`src/rtl/dma_cmpl_irq_pkg.sv`:
```
package dma_cmpl_irq_pkg;
  typedef enum logic [1:0] {
    MODE_PULSE = 2'd0,
    MODE_LEVEL = 2'd1,
    MODE_QUEUE = 2'd2,
    MODE_RSVD  = 2'd3
  } irq_mode_t;

  // The reserved code is treated as level mode.
  function automatic irq_mode_t eff_mode(input logic [1:0] raw);
    return (raw == 2'd3) ? MODE_LEVEL : irq_mode_t'(raw);
  endfunction
endpackage

```
`src/rtl/dma_cmpl_irq_cell.sv`:
```
module dma_cmpl_irq_cell
  import dma_cmpl_irq_pkg::*;
#(
  parameter int CNT_W = 4
) (
  input  logic      clk_i,
  input  logic      rst_i,
  input  irq_mode_t mode_i,
  input  logic      mode_chg_i,
  input  logic      evt_i,
  input  logic      clr_i,
  input  logic      ie_i,
  output logic      sts_o,
  output logic      irq_o,
  output logic      irq_nxt_o
);
  localparam logic [CNT_W-1:0] CNT_MAX = {CNT_W{1'b1}};

  logic             sts_q, sts_d;
  logic [CNT_W-1:0] cnt_q, cnt_d;
  logic             irq_q, irq_d;

  always_comb begin
    sts_d = sts_q;
    cnt_d = cnt_q;
    if (evt_i) begin
      sts_d = 1'b1;
      if (!clr_i && sts_q && mode_i == MODE_QUEUE && cnt_q != CNT_MAX)
        cnt_d = cnt_q + 1'b1;
    end else if (clr_i && sts_q) begin
      if (mode_i == MODE_QUEUE && cnt_q != '0) cnt_d = cnt_q - 1'b1;
      else                                      sts_d = 1'b0;
    end
    if (mode_chg_i) cnt_d = '0;
    irq_d = (mode_i == MODE_PULSE) ? (evt_i & ie_i) : (sts_d & ie_i);
  end

  always_ff @(posedge clk_i) begin
    if (rst_i) begin
      sts_q <= 1'b0;
      cnt_q <= '0;
      irq_q <= 1'b0;
    end else begin
      sts_q <= sts_d;
      cnt_q <= cnt_d;
      irq_q <= irq_d;
    end
  end

  assign sts_o     = sts_q;
  assign irq_o     = irq_q;
  assign irq_nxt_o = irq_d;

  p_pulse_src_r2: assert property (@(posedge clk_i) disable iff (rst_i)
    (irq_o && $past(mode_i) == MODE_PULSE) |-> $past(evt_i && ie_i));
  p_level_follow_r3: assert property (@(posedge clk_i) disable iff (rst_i)
    ($past(mode_i) != MODE_PULSE) |-> (irq_o == (sts_o && $past(ie_i))));
  p_evt_sets_r4: assert property (@(posedge clk_i) disable iff (rst_i)
    evt_i |=> sts_o);
  p_clr_drops_r4: assert property (@(posedge clk_i) disable iff (rst_i)
    (clr_i && !evt_i && sts_o && cnt_q == '0) |=> !sts_o);
  p_pend_needs_sts_r5: assert property (@(posedge clk_i) disable iff (rst_i)
    (cnt_q != '0) |-> sts_o);
  p_mode_chg_zero_r9: assert property (@(posedge clk_i) disable iff (rst_i)
    mode_chg_i |=> (cnt_q == '0));
endmodule

```
`src/rtl/dma_cmpl_irq_top.sv`:
```
module dma_cmpl_irq_top
  import dma_cmpl_irq_pkg::*;
#(
  parameter int NUM_CH = 4,
  parameter int CNT_W  = 4
) (
  input  logic              clk_i,
  input  logic              rst_i,
  input  logic              mode_we_i,
  input  logic [1:0]        mode_wd_i,
  input  logic              glb_ie_i,
  input  logic [NUM_CH-1:0] tx_ie_i,
  input  logic [NUM_CH-1:0] rx_ie_i,
  input  logic [NUM_CH-1:0] tx_evt_i,
  input  logic [NUM_CH-1:0] rx_evt_i,
  input  logic [NUM_CH-1:0] tx_clr_i,
  input  logic [NUM_CH-1:0] rx_clr_i,
  output logic [1:0]        mode_o,
  output logic [NUM_CH-1:0] tx_sts_o,
  output logic [NUM_CH-1:0] rx_sts_o,
  output logic [NUM_CH-1:0] tx_irq_o,
  output logic [NUM_CH-1:0] rx_irq_o,
  output logic              com_irq_o
);
  localparam int NUM_LINES = 2 * NUM_CH;

  logic [1:0]           mode_q;
  irq_mode_t            mode_eff;
  logic                 mode_chg;
  logic [NUM_LINES-1:0] evt_v, clr_v, ie_v, sts_v, irq_v, irq_nxt_v;
  logic                 com_q;

  assign mode_eff = eff_mode(mode_q);
  assign mode_chg = mode_we_i && (mode_wd_i != mode_q);

  always_ff @(posedge clk_i) begin
    if (rst_i)          mode_q <= 2'd1;
    else if (mode_we_i) mode_q <= mode_wd_i;
  end

  // Lines 0..NUM_CH-1 are transmit, NUM_CH..2*NUM_CH-1 are receive.
  assign evt_v = {rx_evt_i, tx_evt_i};
  assign clr_v = {rx_clr_i, tx_clr_i};
  assign ie_v  = {rx_ie_i,  tx_ie_i};

  for (genvar g = 0; g < NUM_LINES; g++) begin : g_line
    dma_cmpl_irq_cell #(.CNT_W(CNT_W)) cell_i (
      .clk_i     (clk_i),
      .rst_i     (rst_i),
      .mode_i    (mode_eff),
      .mode_chg_i(mode_chg),
      .evt_i     (evt_v[g]),
      .clr_i     (clr_v[g]),
      .ie_i      (ie_v[g]),
      .sts_o     (sts_v[g]),
      .irq_o     (irq_v[g]),
      .irq_nxt_o (irq_nxt_v[g])
    );
  end

  always_ff @(posedge clk_i) begin
    if (rst_i) com_q <= 1'b0;
    else       com_q <= glb_ie_i && (|irq_nxt_v);
  end

  assign mode_o    = mode_q;
  assign tx_sts_o  = sts_v[NUM_CH-1:0];
  assign rx_sts_o  = sts_v[NUM_LINES-1:NUM_CH];
  assign tx_irq_o  = irq_v[NUM_CH-1:0];
  assign rx_irq_o  = irq_v[NUM_LINES-1:NUM_CH];
  assign com_irq_o = com_q;

  p_com_has_src_r7: assert property (@(posedge clk_i) disable iff (rst_i)
    com_irq_o |-> (|{tx_irq_o, rx_irq_o}));
  p_com_gate_r7: assert property (@(posedge clk_i) disable iff (rst_i)
    !$past(glb_ie_i) |-> !com_irq_o);
  p_mode_store_r10: assert property (@(posedge clk_i) disable iff (rst_i)
    mode_we_i |=> (mode_o == $past(mode_wd_i)));
endmodule

```
`config.mk`:
```
export PLATFORM = sky130hd
export DESIGN_NAME = dma_cmpl_irq_top
export DESIGN_NICKNAME = d
export VERILOG_FILES = /design/src/rtl/dma_cmpl_irq_pkg.sv /design/src/rtl/dma_cmpl_irq_cell.sv /design/src/rtl/dma_cmpl_irq_top.sv
export SDC_FILE = /design/constraint.sdc
export NUM_CORES = 1
export LEC_CHECK = 0
export BUFFER_PORTS_ARGS = -buffer_cell sky130_fd_sc_hd__buf_2
export CELL_PAD_IN_SITES_DETAIL_PLACEMENT = 2
export CELL_PAD_IN_SITES_GLOBAL_PLACEMENT = 2
export CORE_MARGIN = 5
export CORE_UTILIZATION = 38
export DETAILED_ROUTE_END_ITERATION = 7
export GPL_TIMING_DRIVEN = 0
export PLACE_DENSITY_LB_ADDON = 0.1
export SLEW_MARGIN = 10
export SYNTH_ARGS = -nofsm -noshare
export SYNTH_HDL_FRONTEND = slang
export SYNTH_HIERARCHICAL = 1
export SYNTH_SLANG_ARGS = --single-unit
```
`constraint.sdc`:
```
create_clock -name clk_i -period 2.7 [get_ports clk_i]
set_input_delay 0.54 -clock clk_i [delete_from_list [all_inputs] [get_ports clk_i]]
set_output_delay 0.54 -clock clk_i [all_outputs]
set_load 0.01 [all_outputs]
```
* Yosys cells after proc, flatten, opt, wreduce, memory -nomap -nowiden *
Cells that the tools add are included.

storage, ports and cells
  flip-flop bits (word level) = 51
  output and inout bits = 19
  word-level logic and storage cells = 227
  input port bits = 30

operators by class
  add/sub/neg operators = 16
  reduce and logical (&&, ||, !) cells = 85
  equal/unequal tests = 19
  bitwise gates (word level) = 16
  mux-type cells = 65

operators with widths
  operator                                                            number
  4-bit two-way mux                                                   32
  1-bit logical AND                                                   42
  4-bit by 1-bit adder with 4-bit output, second input constant       8
  1-bit two-way mux                                                   32
  4-bit != test, second input constant                                8
  2-bit nonzero test                                                  16
  4-bit nonzero test                                                  8
  4-bit by 1-bit subtractor with 4-bit output, second input constant  8
  3-bit AND reduction                                                 8
  1-bit AND                                                           16
  2-bit by 1-bit != test with 1-bit output, second input constant     8
  1-bit zero test                                                     8
  8-bit OR reduction                                                  1
  2-bit == test, second input constant                                2
  2-bit zero test                                                     1
  2-bit two-way mux                                                   1
  2-bit != test                                                       1
  2-bit OR reduction                                                  1

* Depth between registers and ports, before layout *
  depth after elaboration = 11
  mapped depth = 7
  gate-level depth less buffers = 7

* Cells and area by module *
The synthesis kept the hierarchy.

by module, submodules not included
  module             times used  area each (um^2)  cells an instance
  dma_cmpl_irq_cell  8           391.6             44
  dma_cmpl_irq_top   1           150.1             16

* Least setup slack after synthesis *
OpenSTA, ideal clock, no wires.

  kind = input port to flip-flop
  from = in mode_wd_i[1]
  to = reg g_line[0].cell_i.cnt_q[2]
  data arrival time = 1.663 ns
  slack = 0.899 ns
  library setup time = 0.138 ns
  cell stages on the path = 4
  cells stage by stage = xnor2_1 a21boi_1 or2_2 a311oi_1

between the ends
  longest elaborated chain between the ends = 3

ends and longest elaborated chain
  what                          RTL line                 text
  from (decl)                   dma_cmpl_irq_top.sv:10   input logic [1:0] mode_wd_i,
  2-bit != test                 dma_cmpl_irq_top.sv:34   assign mode_chg = mode_we_i && (mode_wd_i != mode_q);
  1-bit logical AND             dma_cmpl_irq_top.sv:34
  via mode_chg                  dma_cmpl_irq_top.sv:29   logic mode_chg;
  2-bit OR reduction (no line)  n/a
  to (signal assigned)          dma_cmpl_irq_cell.sv:45  cnt_q <= cnt_d;
  to (decl)                     dma_cmpl_irq_cell.sv:20  logic [CNT_W-1:0] cnt_q, cnt_d;

The timed path passes the listed nets, and every way through them passes these cells.
A chain may end at the register's enable or synchronous reset.

* Worst setup path after layout *
  from = reg mode_q[0], in the netlist mode_o[0]
  to = reg com_q, in the netlist com_irq_o

between the ends
  longest elaborated chain between the ends = 11
  elaborated cells on any way between the ends = 54
  classes of those cells = eq/ne: 2; mux: 33; bitwise: 8; reduce/logical: 11

ends and longest elaborated chain
  what                    RTL line                 text
  from (decl)             dma_cmpl_irq_top.sv:27   logic [1:0] mode_q;
  from (signal assigned)  dma_cmpl_irq_top.sv:38   else if (mode_we_i) mode_q <= mode_wd_i;
  2-bit == test           dma_cmpl_irq_pkg.sv:11   return (raw == 2'd3) ? MODE_LEVEL : irq_mode_t'(raw);
  2-bit two-way mux *     dma_cmpl_irq_pkg.sv:11
  via mode_eff[0]         dma_cmpl_irq_top.sv:28   irq_mode_t mode_eff;
  2-bit == test           dma_cmpl_irq_cell.sv:31  if (mode_i == MODE_QUEUE && cnt_q != '0) cnt_d = cnt_q - 1'b1;
  1-bit logical AND       dma_cmpl_irq_cell.sv:31
  1-bit two-way mux       dma_cmpl_irq_cell.sv:31
  1-bit two-way mux       dma_cmpl_irq_cell.sv:30  end else if (clr_i && sts_q) begin
  1-bit two-way mux       dma_cmpl_irq_cell.sv:26  if (evt_i) begin
  1-bit AND               dma_cmpl_irq_cell.sv:35  irq_d = (mode_i == MODE_PULSE) ? (evt_i & ie_i) : (sts_d & ie_i);
  1-bit two-way mux *     dma_cmpl_irq_cell.sv:35
  via irq_nxt_v[4]        dma_cmpl_irq_top.sv:30   logic [NUM_LINES-1:0] evt_v, clr_v, ie_v, sts_v, irq_v, irq_nxt_v;
  8-bit OR reduction *    dma_cmpl_irq_top.sv:63   else com_q <= glb_ie_i && (|irq_nxt_v);
  1-bit logical AND *     dma_cmpl_irq_top.sv:63
  to (signal assigned)    dma_cmpl_irq_top.sv:63
  to (decl)               dma_cmpl_irq_top.sv:31   logic com_q;

The timed path passes the listed nets; every way through them passes the cells marked *.

==> impl_metrics.yaml <==
min_path:
  min_path_type: "primary input to flop"
  min_from: "glb_ie_i"
  whs_path_depth: 3
  min_to: "com_irq_o"
outcome:
  status: "finished, final reports clean"
pwr:
  ir_worst_vdd_v: 0.000171
  total_power_mw: 1.50
  power_per_cell_area_nw_per_um2: 399
  leakagePower_nw: 1.42
global_route:
  grt_usage_pct: 19.0
  grt_max_degree: 44
  overflow: 0
  antenna_found_initial: 0
  grt_pass1_wl_um: 16200
  grt_pass1_vias: 3375
synthesis:
  synth_area_leader_cell: "dfxtp_1"
  yosys_warnings: 6
  synth_ff_type: "dfxtp_1"
  ys_ff_latch: 51
  synth_top_area_share_pct: 31.1
  yosysSeqAreaShare_pct: 31.1
  syn_area_um2: 3280
  synth_common_cells: "dfxtp_1 (51), a21oi_1 (49), nor2_1 (33)"
  ys_types: 32
  postSynthCellCount: 368
  syn_nets: 422
  syn_area_per_cell_um2: 8.92
  synth_area_leaders: "dfxtp_1 (31%), a21oi_1 (7.5%), ha_1 (6.1%)"
  synth.most_common_cell: "dfxtp_1"
  synth_edf_count: 0
  async_flop_share_pct: 0
clock_network:
  clkTransAtPathRegs_ps: 110
  postCtsSetupBuffers: 0
  cts_resized: 0
  numCtsBuffers: 5
  cts.sinks: 51
  cts_tree: "built"
  insertion_delay_ps: 310
  cts_buffer_depth: 2
  hold_buffers: 0
  cts_root_buf: "clkbuf_8"
  h-tree-depth: 2
final_layout:
  drive_above_1_share_pct: 23.3
  fillerInstances: 985
  final_core_util_pct: 44.0
  multi_input_area_um2: 2200
  regArea_um2: 1020
  fin_nets: 478
  diodes: 0
  area_growth_pct: 14.7
floorplan:
  initial_core_util_pct: 38.4
  pin_count: 49
  die-area_um2: 10600
  coreArea_um2: 8550
  rows: 34
  fp.dieH_um: 103
  chipWidth_um: 103
timing:
  drv_slew: 0
  skew_ps: 11.2
  hold_viol_final: 0
  period_share_pct: 91.6
  tns_ps: 0
  fmax_ghz: 0.405
  rsz0062_at_grt: "false"
  setup_viol: 0
  layout_min_cycle_time_ps: 2470
  tightest_slew_ps: 819
  relSlewSlack_pct: 45.4
place:
  globalplace.congestion: 0.747
  io_buffers: 48
  dp_hpwl_um: 7290
drt:
  ant_nets: 0
  firstDrtPassIters: 4
  via_per_inst: 5.67
  vias: 3021
  wl_per_cell_um: 17.6
  drt_iter0_markers: 58
  drc_errors: 0
  wl_um: 9370
critical_path:
  crit_path_max_incr_delay_ps: 650
  r2r_end: "com_irq_o"
  worst_setup_path_start_kind: "flop"
  crit_fanout: 16
  ff2ff_path_depth: 7
  crit_path_end_kind: "flop"
  path_delay_family: "simple AND/OR/NAND/NOR gates"
  path_common_cell: "a21oi_1"
  crit_slowest_cell: "clkbuf_1"
  cp_num_buf_inv: 1
  reg2reg_from: "mode_o[0]"
  critical_path_class: "flop to flop"
  path_cells: "clkbuf_1, nand2b_1, o21ai_1, a21oi_1, nor2_1, nor4_1, a21oi_1"
  rrSetupSlack_ps: 230
  crit_arrival_ps: 2660
  worst_ep_required_time_ps: 2890
flow_run:
  cap_viol_max_count: 0
## worst reg2reg max path, stage by stage, from the launching register on
cell and delay [ps]:
dfxtp_1 410, clkbuf_1 650, nand2b_1 240, o21ai_1 70
a21oi_1 280, nor2_1 110, nor4_1 470, a21oi_1 120
## cells in the final DEF (no fill, tap or decap), types with 2 or more instances in the layout
| master | count |
|---|---|
| or2_2 | 8 |
| fa_1 | 8 |
| clkbuf_8 | 5 |
| or3_2 | 8 |
| o31ai_1 | 8 |
| a41oi_2 | 8 |
| inv_1 | 16 |
| clkinvlp_4 | 2 |
| nor4_2 | 8 |
| a21oi_1 | 49 |
| buf_2 | 48 |
| o211ai_1 | 8 |
| nand2b_1 | 17 |
| or2_1 | 8 |
| o21ai_0 | 16 |
| nand3_1 | 16 |
| nor4_1 | 2 |
| nor2_1 | 33 |
| nand2_1 | 8 |
| o21ai_1 | 8 |
| and3_1 | 8 |
| a2bb2oi_2 | 8 |
| ha_1 | 16 |
| or3_1 | 8 |
| xnor2_1 | 10 |
| o2bb2ai_1 | 8 |
| mux2i_1 | 9 |
| a311oi_1 | 8 |
| dfxtp_1 | 51 |
| nor3_1 | 8 |
## state kept, by name (all words and copies together) (netlist names)
signal               cells
g_line.cell_i/sts_o      8
mode_o                   2
com_irq_o                1
g_line.cell_i/cnt_q     32
g_line.cell_i/irq_o      8
## where the power goes
group	leakage [nW]	switching [mW]	internal [mW]
combinational	0.966	0.156	0.103
sequential	0.415	0.0102	0.769
clock	0.0402	0.282	0.181
## layer usage
metal / track usage, % / part of all wire [%] / routed length (µm) / vias to the layer above
met2: 34.8 / 51 / 4810 / 33
met1: 23.8 / 46 / 4280 / 1496
met4: 3.59 / 0.65 / 61 / 0
met5: 0 / 0 / 0 / -
met3: 2.77 / 2.3 / 214 / 4
li1: - / - / - / 1488
## through the flow
stage	instances	hold slack [ps]	worst slack, ps	area [µm²]
final	533	457	228	3770
after global routing	533	459	47.6	3770
after CTS	533	456	160	3770
after detailed placement	525	517	219	3680
after global placement	524	498	14.9	3660
after floorplan	368	481	899	3280
## cell type report
cell class                 instances  area share (%)
sequential                        51            27.1
clock buffer                       5            1.83
buffer                             1          0.0997
timing repair buffer              49            6.78
tap                              108            3.59
clock inverter                     3           0.532
inverter                          16            1.59
multi-input combinational        300            58.5
## cells by family after synthesis
logic type | share of synthesized area [%]
xor gates and xnor gates | 2.67
DFF | 31.1
AOI/OAI and AO/OA | 27.2
and+or+nand+nor | 23.4
adders and majority gates | 11.0
muxes | 2.74
buffers and inverters | 1.94
## worst max-delay path by stage
stage                       startpoint  cells after the start                         to
after global routing         mode_o[0]                      7                  com_irq_o
after detailed placement     mode_o[0]                      7                  com_irq_o
final                        mode_o[0]                      7                  com_irq_o
after floorplan           mode_wd_i[1]                      4  g_line[0].cell_i/cnt_q[2]
after global placement    mode_wd_i[1]                      5  g_line[0].cell_i/cnt_q[2]
after CTS                    mode_o[0]                      7                  com_irq_o
Note: power is estimated with default switching activity, not from simulation.
